--- config.mk ---
export PLATFORM = sky130hd
export DESIGN_NAME = chain_addr_node
export DESIGN_NICKNAME = d
export VERILOG_FILES = /design/src/rtl/chain_addr_pkg.sv /design/src/rtl/chain_pass_seq.sv /design/src/rtl/chain_addr_cap.sv /design/src/rtl/chain_out_ctl.sv /design/src/rtl/chain_addr_node.sv
export SDC_FILE = /design/constraint.sdc
export NUM_CORES = 1
export LEC_CHECK = 0
export BUFFER_PORTS_ARGS = -buffer_cell sky130_fd_sc_hd__buf_2
export CORE_UTILIZATION = 50
export CTS_CLUSTER_SIZE = 10
export DETAILED_ROUTE_END_ITERATION = 10
export PLACE_DENSITY = 0.69
export SETUP_SLACK_MARGIN = 0.4
export SYNTH_ARGS = -nofsm -noshare
export SYNTH_HDL_FRONTEND = slang
export SYNTH_SLANG_ARGS = --single-unit
--- constraint.sdc ---
create_clock -name clk -period 5 [get_ports clk]
set_input_delay 0.75 -clock clk [delete_from_list [all_inputs] [get_ports clk]]
set_output_delay 0.75 -clock clk [all_outputs]
set_load 0.005 [all_outputs]
--- src/rtl/chain_addr_pkg.sv ---
package chain_addr_pkg;

  // Level of the address clock at pass-cycle pc: low for a lead-in of
  // div-1 cycles, then high for div/2 and low for div/2 in each period.
  function automatic logic aclk_level(input int unsigned pc, input int unsigned div);
    if (pc < div - 1) return 1'b0;
    return ((pc - (div - 1)) % div) < (div / 2);
  endfunction

  // Number of pass cycles for a burst of n address-clock periods.
  function automatic int unsigned pass_cycles(input int unsigned n, input int unsigned div);
    return (div - 1) + div * n;
  endfunction

  // Oscillator cycles from pass start to the rise of chain_out at address a.
  function automatic int unsigned handoff_delay(input int unsigned a, input int unsigned div);
    return div * a + div + div / 2;
  endfunction

endpackage

--- src/rtl/chain_pass_seq.sv ---
module chain_pass_seq
  import chain_addr_pkg::*;
#(
  parameter int DIV  = 4,
  parameter int NDEV = 256,
  parameter int PCW  = $clog2(pass_cycles(NDEV, DIV))
) (
  input  logic           clk,
  input  logic           rst_n,
  input  logic           start,
  output logic           busy,
  output logic           done,
  output logic           aclk_gen,
  output logic [PCW-1:0] pc
);
  localparam int LAST = pass_cycles(NDEV, DIV) - 1;
  localparam int RCW  = $clog2(NDEV + 1);

  always_ff @(posedge clk or negedge rst_n) begin
    if (!rst_n) begin
      busy <= 1'b0;
      pc   <= '0;
    end else if (start) begin
      busy <= 1'b1;
      pc   <= '0;
    end else if (busy) begin
      if (pc == PCW'(LAST)) busy <= 1'b0;
      else                  pc   <= pc + 1'b1;
    end
  end

  assign done     = busy && (pc == PCW'(LAST));
  assign aclk_gen = busy && aclk_level(32'(pc), DIV);

  // checker: rising edges produced in the current pass
  logic           gen_q;
  logic [RCW-1:0] rise_chk;
  always_ff @(posedge clk or negedge rst_n) begin
    if (!rst_n) begin
      gen_q    <= 1'b0;
      rise_chk <= '0;
    end else begin
      gen_q <= aclk_gen;
      if (start)                  rise_chk <= '0;
      else if (aclk_gen && !gen_q) rise_chk <= rise_chk + 1'b1;
    end
  end

  p_burst_len_r3: assert property (@(posedge clk) disable iff (!rst_n)
    done |-> (rise_chk == RCW'(NDEV)));
  p_idle_quiet_r3: assert property (@(posedge clk) disable iff (!rst_n)
    (!busy && !start) |=> !aclk_gen);
endmodule

--- src/rtl/chain_addr_cap.sv ---
module chain_addr_cap #(
  parameter int NDEV = 256,
  parameter int AW   = $clog2(NDEV)
) (
  input  logic          clk,
  input  logic          rst_n,
  input  logic          start,
  input  logic          busy,
  input  logic          done,
  input  logic          aclk_in,
  input  logic          chain_in,
  output logic [AW-1:0] addr,
  output logic          latched,
  output logic          addr_valid,
  output logic          aclk_fall
);
  logic aclk_q;
  logic aclk_rise;

  assign aclk_rise = aclk_in && !aclk_q;
  assign aclk_fall = !aclk_in && aclk_q;

  always_ff @(posedge clk or negedge rst_n) begin
    if (!rst_n) begin
      aclk_q     <= 1'b0;
      addr       <= '0;
      latched    <= 1'b0;
      addr_valid <= 1'b0;
    end else begin
      aclk_q <= aclk_in;
      if (start) begin
        addr       <= '0;
        latched    <= 1'b0;
        addr_valid <= 1'b0;
      end else if (busy) begin
        if (aclk_rise && !latched) begin
          if (chain_in)                    latched <= 1'b1;
          else if (addr != AW'(NDEV - 1))  addr    <= addr + 1'b1;
        end
        if (done) addr_valid <= latched;
      end
    end
  end

  p_addr_hold_r5: assert property (@(posedge clk) disable iff (!rst_n)
    (busy && latched && !start) |=> (addr == $past(addr)));
  p_valid_off_busy_r6: assert property (@(posedge clk) disable iff (!rst_n)
    busy |-> !addr_valid);
endmodule

--- src/rtl/chain_out_ctl.sv ---
module chain_out_ctl #(
  parameter int IRQ_LEN = 512,
  parameter int ICW     = $clog2(IRQ_LEN)
) (
  input  logic clk,
  input  logic rst_n,
  input  logic start,
  input  logic busy,
  input  logic latched,
  input  logic aclk_fall,
  input  logic addr_valid,
  input  logic auto_en,
  input  logic plane_evt,
  output logic chain_out,
  output logic irq_active
);
  logic [ICW-1:0] irq_cnt;

  always_ff @(posedge clk or negedge rst_n) begin
    if (!rst_n) begin
      chain_out  <= 1'b0;
      irq_active <= 1'b0;
      irq_cnt    <= '0;
    end else if (start) begin
      chain_out  <= 1'b0;
      irq_active <= 1'b0;
      irq_cnt    <= '0;
    end else if (busy) begin
      if (latched && aclk_fall) chain_out <= 1'b1;
    end else if (irq_active) begin
      if (irq_cnt == ICW'(IRQ_LEN - 1)) begin
        irq_active <= 1'b0;
        chain_out  <= 1'b1;
      end else begin
        irq_cnt <= irq_cnt + 1'b1;
      end
    end else if (auto_en && plane_evt && addr_valid) begin
      irq_active <= 1'b1;
      irq_cnt    <= '0;
      chain_out  <= 1'b0;
    end
  end

  p_low_at_start_r4: assert property (@(posedge clk) disable iff (!rst_n)
    start |=> !chain_out);
  p_token_needs_addr_r4: assert property (@(posedge clk) disable iff (!rst_n)
    (busy && chain_out) |-> latched);
  p_irq_drives_low_r9: assert property (@(posedge clk) disable iff (!rst_n)
    irq_active |-> !chain_out);
  p_irq_not_in_pass_r10: assert property (@(posedge clk) disable iff (!rst_n)
    irq_active |-> !busy);
endmodule

--- src/rtl/chain_addr_node.sv ---
module chain_addr_node
  import chain_addr_pkg::*;
#(
  parameter int NDEV    = 256,
  parameter int DIV     = 4,
  parameter int IRQ_LEN = 512,
  parameter int AW      = $clog2(NDEV)
) (
  input  logic          clk,
  input  logic          rst_n,
  input  logic          cfg_start,
  input  logic          auto_en,
  input  logic          plane_evt,
  input  logic          chain_in,
  input  logic          aclk_in,
  output logic          aclk_out,
  output logic          aclk_oe,
  output logic          chain_out,
  output logic [AW-1:0] addr,
  output logic          addr_valid,
  output logic          owns_global
);
  localparam int PCW = $clog2(pass_cycles(NDEV, DIV));

  logic           boot_pend;
  logic           is_master;
  logic           start;
  logic           busy;
  logic           done;
  logic           aclk_gen;
  logic [PCW-1:0] pc;
  logic           latched;
  logic           aclk_fall;
  logic           irq_active;

  always_ff @(posedge clk or negedge rst_n) begin
    if (!rst_n) begin
      boot_pend <= 1'b1;
      is_master <= 1'b0;
    end else if (boot_pend) begin
      boot_pend <= 1'b0;
      is_master <= chain_in;
    end
  end

  assign start       = cfg_start || boot_pend;
  assign aclk_oe     = is_master;
  assign aclk_out    = aclk_gen;
  assign owns_global = addr_valid && (addr == '0);

  chain_pass_seq #(.DIV(DIV), .NDEV(NDEV), .PCW(PCW)) u_seq (
    .clk(clk), .rst_n(rst_n), .start(start),
    .busy(busy), .done(done), .aclk_gen(aclk_gen), .pc(pc)
  );

  chain_addr_cap #(.NDEV(NDEV), .AW(AW)) u_cap (
    .clk(clk), .rst_n(rst_n), .start(start), .busy(busy), .done(done),
    .aclk_in(aclk_in), .chain_in(chain_in), .addr(addr),
    .latched(latched), .addr_valid(addr_valid), .aclk_fall(aclk_fall)
  );

  chain_out_ctl #(.IRQ_LEN(IRQ_LEN)) u_out (
    .clk(clk), .rst_n(rst_n), .start(start), .busy(busy),
    .latched(latched), .aclk_fall(aclk_fall), .addr_valid(addr_valid),
    .auto_en(auto_en), .plane_evt(plane_evt),
    .chain_out(chain_out), .irq_active(irq_active)
  );

  p_owner_is_master_r11: assert property (@(posedge clk) disable iff (!rst_n)
    owns_global |-> is_master);
  p_master_fixed_r1: assert property (@(posedge clk) disable iff (!rst_n)
    (!boot_pend && !$past(boot_pend)) |-> $stable(is_master));
endmodule

* Word-level counts from Yosys, hierarchy flattened
Index checks and enable logic that the tools add are counted.
** Word-level totals
- Bits in registers :: 36
- Latch bits :: 0
- Bits in writable memories :: 0
- ROM bits :: 0
- Bits of input ports :: 7
- Memories kept :: 0
** Operators by class
- Add/sub/neg operators :: 4
- Multipliers :: 0
- Divide/modulo/power cells :: 0
- Magnitude comparators :: 2
- Equality and inequality tests :: 9
- Shift operators :: 0
- Muxes and demuxes :: 37
- Bitwise operators :: 0
- Reduce and logical (&&, ||, !) cells :: 27
** Operators by type and width (number)
- 9-bit two-way mux :: 5
- 8-bit two-way mux :: 5
- 11-bit two-way mux :: 3
- 1-bit two-way mux :: 24
- 11-bit by 1-bit adder with 11-bit output (second input constant) :: 1
- 11-bit == test (second input constant) :: 1
- 11-bit by 2-bit < comparator with 1-bit output (second input constant) :: 1
- 2-bit nonzero test :: 5
- 9-bit by 1-bit adder with 9-bit output (second input constant) :: 1
- 9-bit == test (second input constant) :: 1
- 1-bit logical AND :: 9
- 3-bit AND reduction :: 3
- 8-bit by 1-bit adder with 8-bit output (second input constant) :: 1
- 8-bit logical NOT :: 1
- 8-bit != test (second input constant) :: 1
- 2-bit != test (second input constant) :: 2
- 4-bit != test (second input constant) :: 1
- 2-bit AND reduction :: 2
- 4-bit AND reduction :: 1
- 4-bit nonzero test :: 1
- 1-bit logical NOT :: 3
- 3-bit by 2-bit != test with 1-bit output (second input constant) :: 1
- 3-bit != test (second input constant) :: 1
- 3-bit nonzero test :: 1
- other kinds (4) :: 4

* Depth between registers and ports, before layout
Gate-level depths: netlist of the first run.
- Depth in word-level cells :: 6
- Gate-level depth with buffers :: 9
- Gate-level depth less buffers :: 8

* Cells and area by module
A second synthesis of the first run with hierarchy kept.
** Second synthesis, totals
- Cell total of the unflattened synthesis :: 206
- Area total of the unflattened synthesis :: 2014.4 sq um
** Modules (own cells, without submodules)
- chain_pass_seq :: times used 1, cells an instance 76, area an instance 718.2 sq um, sequential area each 300.3 sq um
- chain_out_ctl :: times used 1, cells an instance 67, area an instance 643.1 sq um, sequential area each 275.3 sq um
- chain_addr_cap :: times used 1, cells an instance 55, area an instance 551.8 sq um, sequential area each 275.3 sq um
- chain_addr_node :: times used 1, cells an instance 8, area an instance 101.3 sq um, sequential area each 51.3 sq um

* Worst setup path after synthesis of the first run
No wires, ideal clock.
- Path type :: reg2reg
- Start point :: register u_out.irq_cnt[0]
- End point :: register u_out.irq_cnt[1]
- Arrival :: 1.689 ns
- Path slack :: 3.190 ns
- Stages on the path, launching flop included :: 9
- Path buffers :: 1
- Clock period less this slack :: 1.810 ns
- Path through :: dfrtp_1 > ha_1 > nand2_1 > nor3_1 > ha_1 > nand2b_1 > a21o_1 > buf_2 > a32o_1
** Between the ends
- Word-level cells in the longest chain between the ends :: 5
** Ends and longest elaborated chain
- from (decl) :: line chain_out_ctl.sv:17 : logic [ICW-1:0] irq_cnt;
- from (signal assigned) :: line chain_out_ctl.sv:35 : irq_cnt <= irq_cnt + 1'b1;
- 9-bit by 1-bit adder with 9-bit output :: line chain_out_ctl.sv:35
- 9-bit two-way mux :: line chain_out_ctl.sv:31 : if (irq_cnt == ICW'(IRQ_LEN - 1)) begin
- 9-bit two-way mux :: line chain_out_ctl.sv:30 : end else if (irq_active) begin
- 9-bit two-way mux :: line chain_out_ctl.sv:28 : end else if (busy) begin
- 9-bit two-way mux :: line chain_out_ctl.sv:24 : end else if (start) begin
Parallel ways exist; a longest one is shown, timed or not. The select of a mux whose other input is x is not followed.
A chain may end at the register's enable or synchronous reset.

* Worst setup path after layout of the first run
- Start point :: register u_seq.pc[0]
- End point :: output aclk_out
** Between the ends
- Word-level cells in the longest chain between the ends :: 4
** Ends and longest elaborated chain
- from (decl) :: line chain_pass_seq.sv:14 : output logic [PCW-1:0] pc
- from (signal assigned) :: line chain_pass_seq.sv:28 : else pc <= pc + 1'b1;
- 11-bit by 2-bit < comparator with 1-bit output / 2-bit subtractor (equally long branches) :: line chain_addr_pkg.sv:6, chain_addr_pkg.sv:7
- 1-bit two-way mux / 2-bit < comparator (equally long branches) :: line chain_addr_pkg.sv:6, chain_addr_pkg.sv:7
- 1-bit two-way mux * :: line chain_addr_pkg.sv:7 : return ((pc - (div - 1)) % div) < (div / 2);
- 1-bit logical AND * :: line chain_pass_seq.sv:33 : assign aclk_gen = busy && aclk_level(32'(pc), DIV);
- to (decl) :: line chain_addr_node.sv:16 : output logic aclk_out,
Every way passes the cells marked *; elsewhere a longest branch is shown, timed or not.

==> impl_metrics.yaml, run 1 <==
run_status:
  status: "complete, no violations"
sta:
  finClkSkew_ns: 0.00518
  setup_viol: 0
  fmax_ghz: 0.454
  finalMaxSlewViolations: 0
  maxSlewHeadroom: 0.373
  fin_ws_ns: 2.80
  post-route-period-util: 0.440
  finalHoldViolations: 0
  fin_crit_ns: 2.20
  rsz0062_at_grt: "false"
  final.setup.tns_ns: 0
  tightest_slew_ns: 0.940
grt:
  grt_pass1_vias: 1509
  grt_pass1_wl_mm: 6.98
  grt_max_degree: 37
  grt-ovfl-total: 0
  antenna_found_initial: 0
  track_usage: 0.215
placement:
  gp_congestion: 0.840
  pre_cts_ws_ns: 2.85
  dp_hpwl_mm: 2.77
  dpl-instance-area_um2: 2160
  numPortBuffers: 19
  dp.cells: 273
finish:
  fin_cells: 281
  num_antenna_cells: 0
  syn_to_final_growth_pct: 11.5
  drive_gt1_frac: 0.180
  final_area_um2: 2290
  fillCellCount: 352
  final_nets: 245
yosys:
  synthTopCellsByArea: "dfrtp_1 43%, nand2_1 4.0%, ha_1 3.7%"
  ys_seq_area_frac: 0.440
  ys_warn_count: 0
  syn_area_per_cell_um2: 9.58
  yosysMostFrequentCell: "dfrtp_1"
  synth_fp_nets: 227
  syn_inst: 214
  synth_largest_area_cell: "dfrtp_1"
  synth_edf_count: 0
  yosys-top-cells-count: "35 x dfrtp_1, 22 x nand2_1, 15 x nand3_1, 15 x nor2_1, 13 x nor3_1"
  synth_top_area_frac: 0.427
  synth-seq-cells: 36
  netlist_area_um2: 2050
  yosys.cell_types.count: 52
  ys_async_sr_fraction: 1.00
  synth_ff_type: "dfrtp_1"
critical_path:
  crit_arrival_ns: 1.45
  critical-path-slowest-cell: "dfrtp_1"
  worstRegToRegCells: 8
  cp_max_fo: 5
  end_kind: "primary output"
  cp-start-kind: "flip-flop"
  crit_type: "reg -> out"
  critPathLaunch: "u_seq.pc[0]"
  r2r_start: "u_out.irq_cnt[0]"
  worstPathRequired_ns: 4.25
  cpPeakStageDelay_ns: 0.42
  crit_chain: "inv_1 -> ha_1 -> nand2_1 -> a31oi_1 -> buf_2"
min_path:
  hp-class: "reg -> reg"
  holdPathStages: 1
  hold_start: "aclk_oe"
floorplanning:
  coreArea_um2: 3800
  num_io_pins: 20
  die_h_um: 66.0
  row_count: 22
  initial_core_util: 0.540
  die_w_um: 66.0
  dieArea_um2: 4360
routing:
  drt_wl_total_mm: 4.04
  vias_per_cell: 5.75
  vias: 1615
  postRouteAntennaNets: 0
  drtPass1Iterations: 4
  avgRoutedWirePerCell_um: 14.4
  first_iter_violations: 116
  drc_errors: 0
power_and_ir_drop:
  leakage_nw: 0.954
  p_sw_mw: 0.125
  p_total_mw: 0.602
  peakVddDrop_mv: 0.180
  seq_power_share: 0.493
  p_int_mw: 0.477
  power_density_nw_per_um2: 263
  swShare: 0.207
  combinationalPowerShare: 0.039
  p_clk_frac: 0.467
clocking:
  clkTransAtPathRegs_ns: 0.07
  cts_max_path_buffers: 2
  cts_root_buffer: "clkbuf_8"
  postCtsSetupBuffers: 0
  ctsHoldBuffers: 0
  cts_tree: "done"
  clock-sinks: 36
  cts_inserted_buffers: 5
  insertion_delay_ns: 0.29
  cts_resized: 0
  htree_levels: 2
job:
  maxCapViolations: 0
## logic make-up after synthesis
family                   synth area share
AO/OA/AOI/OAI                       0.111
XOR/XNOR                           0.0342
adder cells (fa/ha/maj)            0.0366
buffers and inverters              0.0403
flip-flops                          0.440
multiplexers                       0.0299
other                             0.00183
AND/OR/NAND/NOR                     0.306
## metrics by stage
stage | utilization | hold slack [ns]
floorplan | - | 0.454
global placement | 0.569 | 0.491
detailed placement | 0.569 | 0.496
CTS | 0.602 | 0.514
global route | 0.602 | 0.525
finish | 0.602 | 0.509
## sequential cells by signal, summed over array words and instances (netlist names)
register / count
u_seq.busy: 1
u_cap.addr: 8
boot_pend: 1
u_cap.aclk_q: 1
u_cap.addr_valid: 1
aclk_oe: 1
u_out.chain_out: 1
u_seq.pc: 11
u_out.irq_active: 1
u_cap.latched: 1
u_out.irq_cnt: 9
## placed cells by master (no fill, tap or decap), types with 3 or more instances in the layout
cell type / Yosys / layout
xnor2_1: 6 / 6
nor3_1: 13 / 13
mux2i_1: 5 / 5
or3_1: 4 / 4
inv_1: 10 / 10
nand2_1: 22 / 22
nand3b_1: 3 / 3
nor3_2: 4 / 4
nor2_1: 15 / 15
o21ai_0: 8 / 8
buf_2: 3 / 19
ha_1: 6 / 6
nand4_1: 6 / 6
dfrtp_1: 35 / 35
clkbuf_8: 0 / 7
a21oi_1: 10 / 10
and3_1: 3 / 3
nand3_1: 15 / 15
## power by group through the flow
stage          Clock [mW]  Combinational [mW]  Sequential, mW
2_1_floorplan           0              0.0121           0.302
3_3_place_gp            0              0.0243           0.303
3_5_place_dp            0              0.0245           0.303
4_1_cts             0.288              0.0244           0.297
5_1_grt             0.298              0.0275           0.297
6_report            0.281              0.0237           0.297
## metal layers
layer,track usage,share of wire,vias up
met5,0,0,-
met4,0.104,0.020,0
met3,0.0483,0.036,9
met2,0.316,0.43,33
met1,0.297,0.51,764
li1,-,-,809
## critical path: cells and delay by family, from the launching register on
kind            cells  cell delay, ns
compound gates      1            0.16
fa+ha+maj           1            0.30
buf+inv             2            0.23
flops               1            0.42
simple gates        1            0.05
## final timing paths
kind	endpoint	slack, ns
worst max-delay path	aclk_out	2.80
worst min-delay path	aclk_oe	0.51
worst max register to register	u_out.irq_cnt[5]	2.98
worst min register to register	aclk_oe	0.51
max in group asynchronous	u_cap.addr[3]	3.96
min in group asynchronous	u_out.irq_cnt[6]	0.53
## area by class of cell
class | count | area (um2) | share of cell area
well taps | 48 | 60.1 | 0.0263
clock inverters | 1 | 30.0 | 0.0131
inverters | 10 | 37.5 | 0.0164
repair buffers | 19 | 95.1 | 0.0416
clock buffers | 7 | 96.3 | 0.0421
multi-input cells | 160 | 1070 | 0.466
flip-flops and latches | 36 | 902 | 0.394
Note: power is estimated with default switching activity, not from simulation.
==> run 2, diff against run 1 <==
--- a/config.mk
+++ b/config.mk
@@ -9,7 +9,7 @@
 export CORE_UTILIZATION = 50
 export CTS_CLUSTER_SIZE = 10
 export DETAILED_ROUTE_END_ITERATION = 10
-export PLACE_DENSITY = 0.69
+export PLACE_DENSITY = 0.72
 export SETUP_SLACK_MARGIN = 0.4
 export SYNTH_ARGS = -nofsm -noshare
 export SYNTH_HDL_FRONTEND = slang
==> constraint.sdc (replaced) <==
create_clock -name clk -period 1.9 [get_ports clk]
set_input_delay 0.285 -clock clk [delete_from_list [all_inputs] [get_ports clk]]
set_output_delay 0.285 -clock clk [all_outputs]
set_load 0.005 [all_outputs]
==> run 2 against run 1 <==
  * Sequential cell count stayed put
  * Combinational power grew to 3.6 times the previous value
  * Critical path depth up 3
  * Clock power up 80%
  * Critical endpoint is now u_out.irq_cnt[1]
==> impl_metrics.yaml, run 2 (same netlist as run 1, synthesis figures left out) <==
run_status:
  status: "complete, no violations"
sta:
  fmax_ghz: 0.595
  setup_viol: 0
  fin_crit_ns: 1.68
  rsz0062_at_grt: "true"
  post-route-period-util: 0.885
  finClkSkew_ns: 0.00479
  finalMaxSlewViolations: 0
  finalHoldViolations: 0
  final.setup.tns_ns: 0
  hold_slack_ns: 0.0374
routing:
  postRouteAntennaNets: 0
  vias_per_cell: 5.82
  vias: 1851
  drc_errors: 0
  first_iter_violations: 126
  drt_wl_total_mm: 4.82
  drtPass1Iterations: 4
  avgRoutedWirePerCell_um: 15.2
grt:
  track_usage: 0.235
  grt_pass1_wl_mm: 7.60
  grt_pass1_vias: 1719
  grt-ovfl-total: 0
  antenna_found_initial: 0
  grt_max_degree: 37
floorplanning:
  die_w_um: 66.0
  dieArea_um2: 4360
  initial_core_util: 0.540
  num_io_pins: 20
  coreArea_um2: 3800
  row_count: 22
  die_h_um: 66.0
finish:
  final_cell_mix: "35 x buf_4, 25 x dfrtp_1, 19 x buf_2, 17 x nand2_1, 15 x nor2_1"
  syn_to_final_growth_pct: 30.6
  fillCellCount: 271
  largestRegisters: "u_seq.pc: 11 flops, u_out.irq_cnt: 9 flops, u_cap.addr: 8 flops"
  num_antenna_cells: 0
  drive_gt1_frac: 0.422
  seq_area_um2: 915
  final_common_cell: "buf_4"
  multi_input_area_um2: 1200
  final_nets: 283
  top_register: "u_seq.pc"
  largest_register_ffs: 11
critical_path:
  r2r_start: "u_out.irq_cnt[1]"
  worstRegToRegCells: 8
  crit_arrival_ns: 1.85
  cp-start-kind: "flip-flop"
  crit_type: "reg -> reg"
  cp_max_fo: 5
  worst_path_most_repeated_cell: "ha_2"
  end_kind: "flip-flop"
  crit_chain: "ha_2 -> nand2_2 -> nor3_2 -> ha_2 -> nand2b_4 -> a21o_4 -> buf_6 -> a32o_1"
  r2r_end: "u_out.irq_cnt[1]"
  critical-path-slowest-cell: "dfrtp_1"
  ff2ff_setup_slack_ns: 0.22
  cpPeakStageDelay_ns: 0.39
  worstPathRequired_ns: 2.07
power_and_ir_drop:
  power_density_nw_per_um2: 512
  seq_power_share: 0.569
  p_clk_frac: 0.368
  p_int_mw: 1.06
  combinationalPowerShare: 0.063
  leakage_nw: 1.14
  swShare: 0.229
  peakVddDrop_mv: 0.450
  p_sw_mw: 0.314
clocking:
  clock-sinks: 36
  cts_tree: "done"
  cts_root_buffer: "clkbuf_8"
  cts_inserted_buffers: 5
  cts_max_path_buffers: 2
  htree_levels: 2
  ctsHoldBuffers: 0
  clkTransAtPathRegs_ns: 0.07
  insertion_delay_ns: 0.28
placement:
  gp_congestion: 0.795
  dp_hpwl_mm: 2.91
  numPortBuffers: 19
min_path:
  hp-class: "in -> async"
job:
  maxCapViolations: 0
[run 2: cell types whose count changed in the layout (fill, tap and decap cells not counted), sizes merged]
cell    change
bufinv      -1
clkbuf      -1
clkinv      +1
buf        +38
[run 2: metal layers]
layer,GRT usage,share of wire,up-vias
met3,0.0603,0.031,11
met4,0.104,0.023,0
met2,0.375,0.49,35
met1,0.300,0.45,924
met5,0,0,-
li1,-,-,881
[run 2: power by group through the flow]
stage          sequential, mW  clock, mW  combinational (mW)
4_1_cts                 0.780      0.519              0.0786
2_1_floorplan           0.795          0              0.0319
6_report                0.781      0.505              0.0861
3_3_place_gp            0.796          0              0.0700
3_5_place_dp            0.796          0              0.0710
5_1_grt                 0.781      0.554              0.0961
[run 2: through the flow]
stage / total power [mW] / setup WS [ns] / utilization / instance area [um2] / cells
floorplan: 0.827 / 0.292 / - / 2070 / 214
global placement: 0.866 / 0.0895 / 0.590 / 2240 / 282
detailed placement: 0.867 / 0.0443 / 0.590 / 2240 / 282
CTS: 1.38 / 0.218 / 0.661 / 2510 / 306
global route: 1.43 / 0.141 / 0.705 / 2680 / 318
finish: 1.37 / 0.218 / 0.705 / 2680 / 318
[run 2: worst max-delay path: cells and delay by family (launching register included)]
| family | cells | cell delay, ns |
|---|---|---|
| AO/OA/AOI/OAI | 2 | 0.42 |
| adder cells (fa/ha/maj) | 2 | 0.40 |
| AND/OR/NAND/NOR | 3 | 0.24 |
| flip-flops | 1 | 0.39 |
| buffers and inverters | 1 | 0.12 |
[run 2: worst max-delay path by stage]
| stage | depth (start not counted) | slack (ns) | end | startpoint |
|---|---|---|---|---|
| floorplan | 8 | 0.29 | u_out.irq_cnt[1] | u_out.irq_cnt[1] |
| global placement | 9 | 0.09 | u_out.irq_cnt[0] | u_out.irq_cnt[0] |
| detailed placement | 9 | 0.04 | u_out.irq_cnt[7] | u_out.irq_cnt[0] |
| CTS | 8 | 0.22 | u_out.irq_cnt[8] | u_out.irq_cnt[0] |
| global route | 9 | 0.14 | u_out.irq_cnt[7] | u_out.irq_cnt[1] |
| finish | 8 | 0.22 | u_out.irq_cnt[1] | u_out.irq_cnt[1] |
[run 2: area by class of cell]
cell class	count	area share
Clock buffer	6	0.0271
Clock inverter	1	0.00187
Inverter	10	0.0140
Multi-Input combinational cell	160	0.447
Sequential cell	36	0.341
Tap cell	48	0.0224
Timing Repair Buffer	57	0.146
[run 2: what timing repair did]
action,CTS,global route
gates cloned,0,0
gates resized for setup,16,26
setup endpoints to repair,14,25
pin swaps,10,7
setup buffers,17,12
==> run 3, diff against run 2 <==
--- a/config.mk
+++ b/config.mk
@@ -10,7 +10,7 @@
 export CTS_CLUSTER_SIZE = 10
 export DETAILED_ROUTE_END_ITERATION = 10
 export PLACE_DENSITY = 0.72
-export SETUP_SLACK_MARGIN = 0.4
+export SETUP_SLACK_MARGIN = 0.1
 export SYNTH_ARGS = -nofsm -noshare
 export SYNTH_HDL_FRONTEND = slang
 export SYNTH_SLANG_ARGS = --single-unit
==> run 3 against run 2 <==
  * Combinational power shrank 14%
  * Register-to-register slack lost 0.08 ns
  * First-iteration DRC count is 42% lower
  * Largest cell class unchanged
  * Clock skew fell by 0.0012 ns
  * Wire length decreased by 14%
  * Worst hold slack worse by 0.014 ns
  * Via count decreased by 8.2%
  * Fmax decreased by 4.4%
  * Sequential cell count did not move
  * Worst setup slack worse by 0.077 ns
  * Power up 4.3%
==> impl_metrics.yaml, run 3 (same netlist as run 1, synthesis figures left out) <==
run_status:
  status: "complete, no violations"
power_and_ir_drop:
  leakage_nw: 0.991
  p_int_mw: 1.12
  combinationalPowerShare: 0.052
  peakVddDrop_mv: 0.457
  p_sw_mw: 0.306
  seq_power_share: 0.546
  p_total_mw: 1.43
  swShare: 0.214
  p_clk_frac: 0.402
  power_density_nw_per_um2: 601
placement:
  dp.cells: 281
  numPortBuffers: 19
  dp_hpwl_mm: 2.92
  gp_congestion: 0.812
  dpl-instance-area_um2: 2220
sta:
  tightest_slew_ns: 0.528
  finalHoldViolations: 0
  setup_viol: 0
  finClkSkew_ns: 0.00359
  fin_crit_ns: 1.76
  fmax_ghz: 0.568
  post-route-period-util: 0.926
  rsz0062_at_grt: "true"
  finalMaxSlewViolations: 0
  maxSlewHeadroom: 0.648
  hold_slack_ns: 0.0235
  final.setup.tns_ns: 0
floorplanning:
  initial_core_util: 0.540
  row_count: 22
  die_h_um: 66.0
  dieArea_um2: 4360
  num_io_pins: 20
  coreArea_um2: 3800
  die_w_um: 66.0
routing:
  postRouteAntennaNets: 0
  drt_wl_total_mm: 4.16
  vias: 1699
  drc_errors: 0
  first_iter_violations: 73
  avgRoutedWirePerCell_um: 14.2
  vias_per_cell: 5.82
  drtPass1Iterations: 4
critical_path:
  cp-start-kind: "flip-flop"
  crit_type: "reg -> reg"
  crit_arrival_ns: 1.93
  critical-path-slowest-cell: "dfrtp_1"
  end_kind: "flip-flop"
  worst_path_most_repeated_cell: "ha_2"
  cpLargestDelayFamily: "compound AO/OA/AOI/OAI gates"
  cpPeakStageDelay_ns: 0.42
  worstPathRequired_ns: 2.07
  crit_buf_inv: 0
  cp_max_fo: 6
  crit_chain: "ha_2 -> nand2_1 -> nor3_1 -> ha_2 -> nand2b_1 -> a21o_2 -> a32o_1"
clocking:
  cts_inserted_buffers: 5
  cts_tree: "done"
  cts_max_path_buffers: 2
  clkTransAtPathRegs_ns: 0.07
  insertion_delay_ns: 0.28
  htree_levels: 2
  clock-sinks: 36
  cts_root_buffer: "clkbuf_8"
min_path:
  hp-class: "in -> async"
finish:
  largest_register_ffs: 11
  drive_gt1_frac: 0.246
  final_cell_mix: "34 x dfrtp_1, 22 x nand2_1, 19 x buf_2, 15 x nand3_1, 15 x nor2_1"
  final_common_cell: "dfrtp_1"
  num_antenna_cells: 0
  syn_to_final_growth_pct: 16.0
  final_nets: 257
  fin_cells: 292
  fillCellCount: 321
  top_register: "u_seq.pc"
  final_area_um2: 2380
  largestRegisters: "u_seq.pc: 11 flops, u_out.irq_cnt: 9 flops, u_cap.addr: 8 flops"
grt:
  grt_pass1_vias: 1486
  track_usage: 0.213
  antenna_found_initial: 0
  grt_max_degree: 37
  grt_pass1_wl_mm: 6.91
  grt-ovfl-total: 0
job:
  maxCapViolations: 0
-- run 3: what timing repair did --
item / in CTS / in global routing
pin swaps: 0 / 4
endpoints found under the setup margin: 8 / 6
gates cloned: 0 / 1
buffers inserted: 0 / 3
gates resized for setup: 2 / 6
hold buffers: 0 / 0
-- run 3: final cells by class --
cell class	instances	area (um2)	share of cell area
Inverter	10	37.5	0.0158
Sequential cell	36	903	0.380
Tap cell	48	60.1	0.0252
Timing Repair Buffer	30	178	0.0747
Multi-Input combinational cell	161	1100	0.464
Clock buffer	7	96.3	0.0405
-- run 3: per-layer routing --
layer  global-route usage  part of all wire  vias up
met5                    0                 0        -
met3               0.0466             0.036        7
met1                0.285              0.48      820
met4               0.0798             0.013        0
met2                0.337              0.47       37
li1                     -                 -      835
-- run 3: worst reg2reg max path, delay by kind of cell, from the launching register on --
kind                       cells  cell delay [ns]
AOI/OAI and AO/OA              2             0.52
DFF                            1             0.42
adders and majority gates      2             0.41
and+or+nand+nor                3             0.29
-- run 3: stage by stage --
stage | utilization | setup WS [ns]
global placement | 0.585 | 0.0654
detailed placement | 0.585 | -0.0166
finish | 0.626 | 0.141
CTS | 0.613 | 0.104
floorplan | - | 0.139
global route | 0.626 | 0.0964
-- run 3: path summary, 6_finish.rpt --
path	start	end	slack (ns)	cells past startpoint
setup / recovery	u_out.irq_cnt[0]	u_out.irq_cnt[8]	0.14	7
hold / removal	rst_n	u_out.irq_cnt[5]	0.02	2
setup reg to reg	u_out.irq_cnt[0]	u_out.irq_cnt[8]	0.14	7
hold reg to reg	aclk_oe	aclk_oe	0.53	1
max in group asynchronous	rst_n	boot_pend	1.53	2
min in group clk	aclk_in	u_cap.aclk_q	0.16	1
-- run 3: power by group through the flow --
stage / combinational (mW) / sequential [mW] / clock (mW)
after floorplan: 0.0319 / 0.795 / 0
after global placement: 0.0725 / 0.796 / 0
after detailed placement: 0.0726 / 0.796 / 0
after CTS: 0.0732 / 0.782 / 0.592
after global routing: 0.0840 / 0.781 / 0.627
final: 0.0743 / 0.781 / 0.575
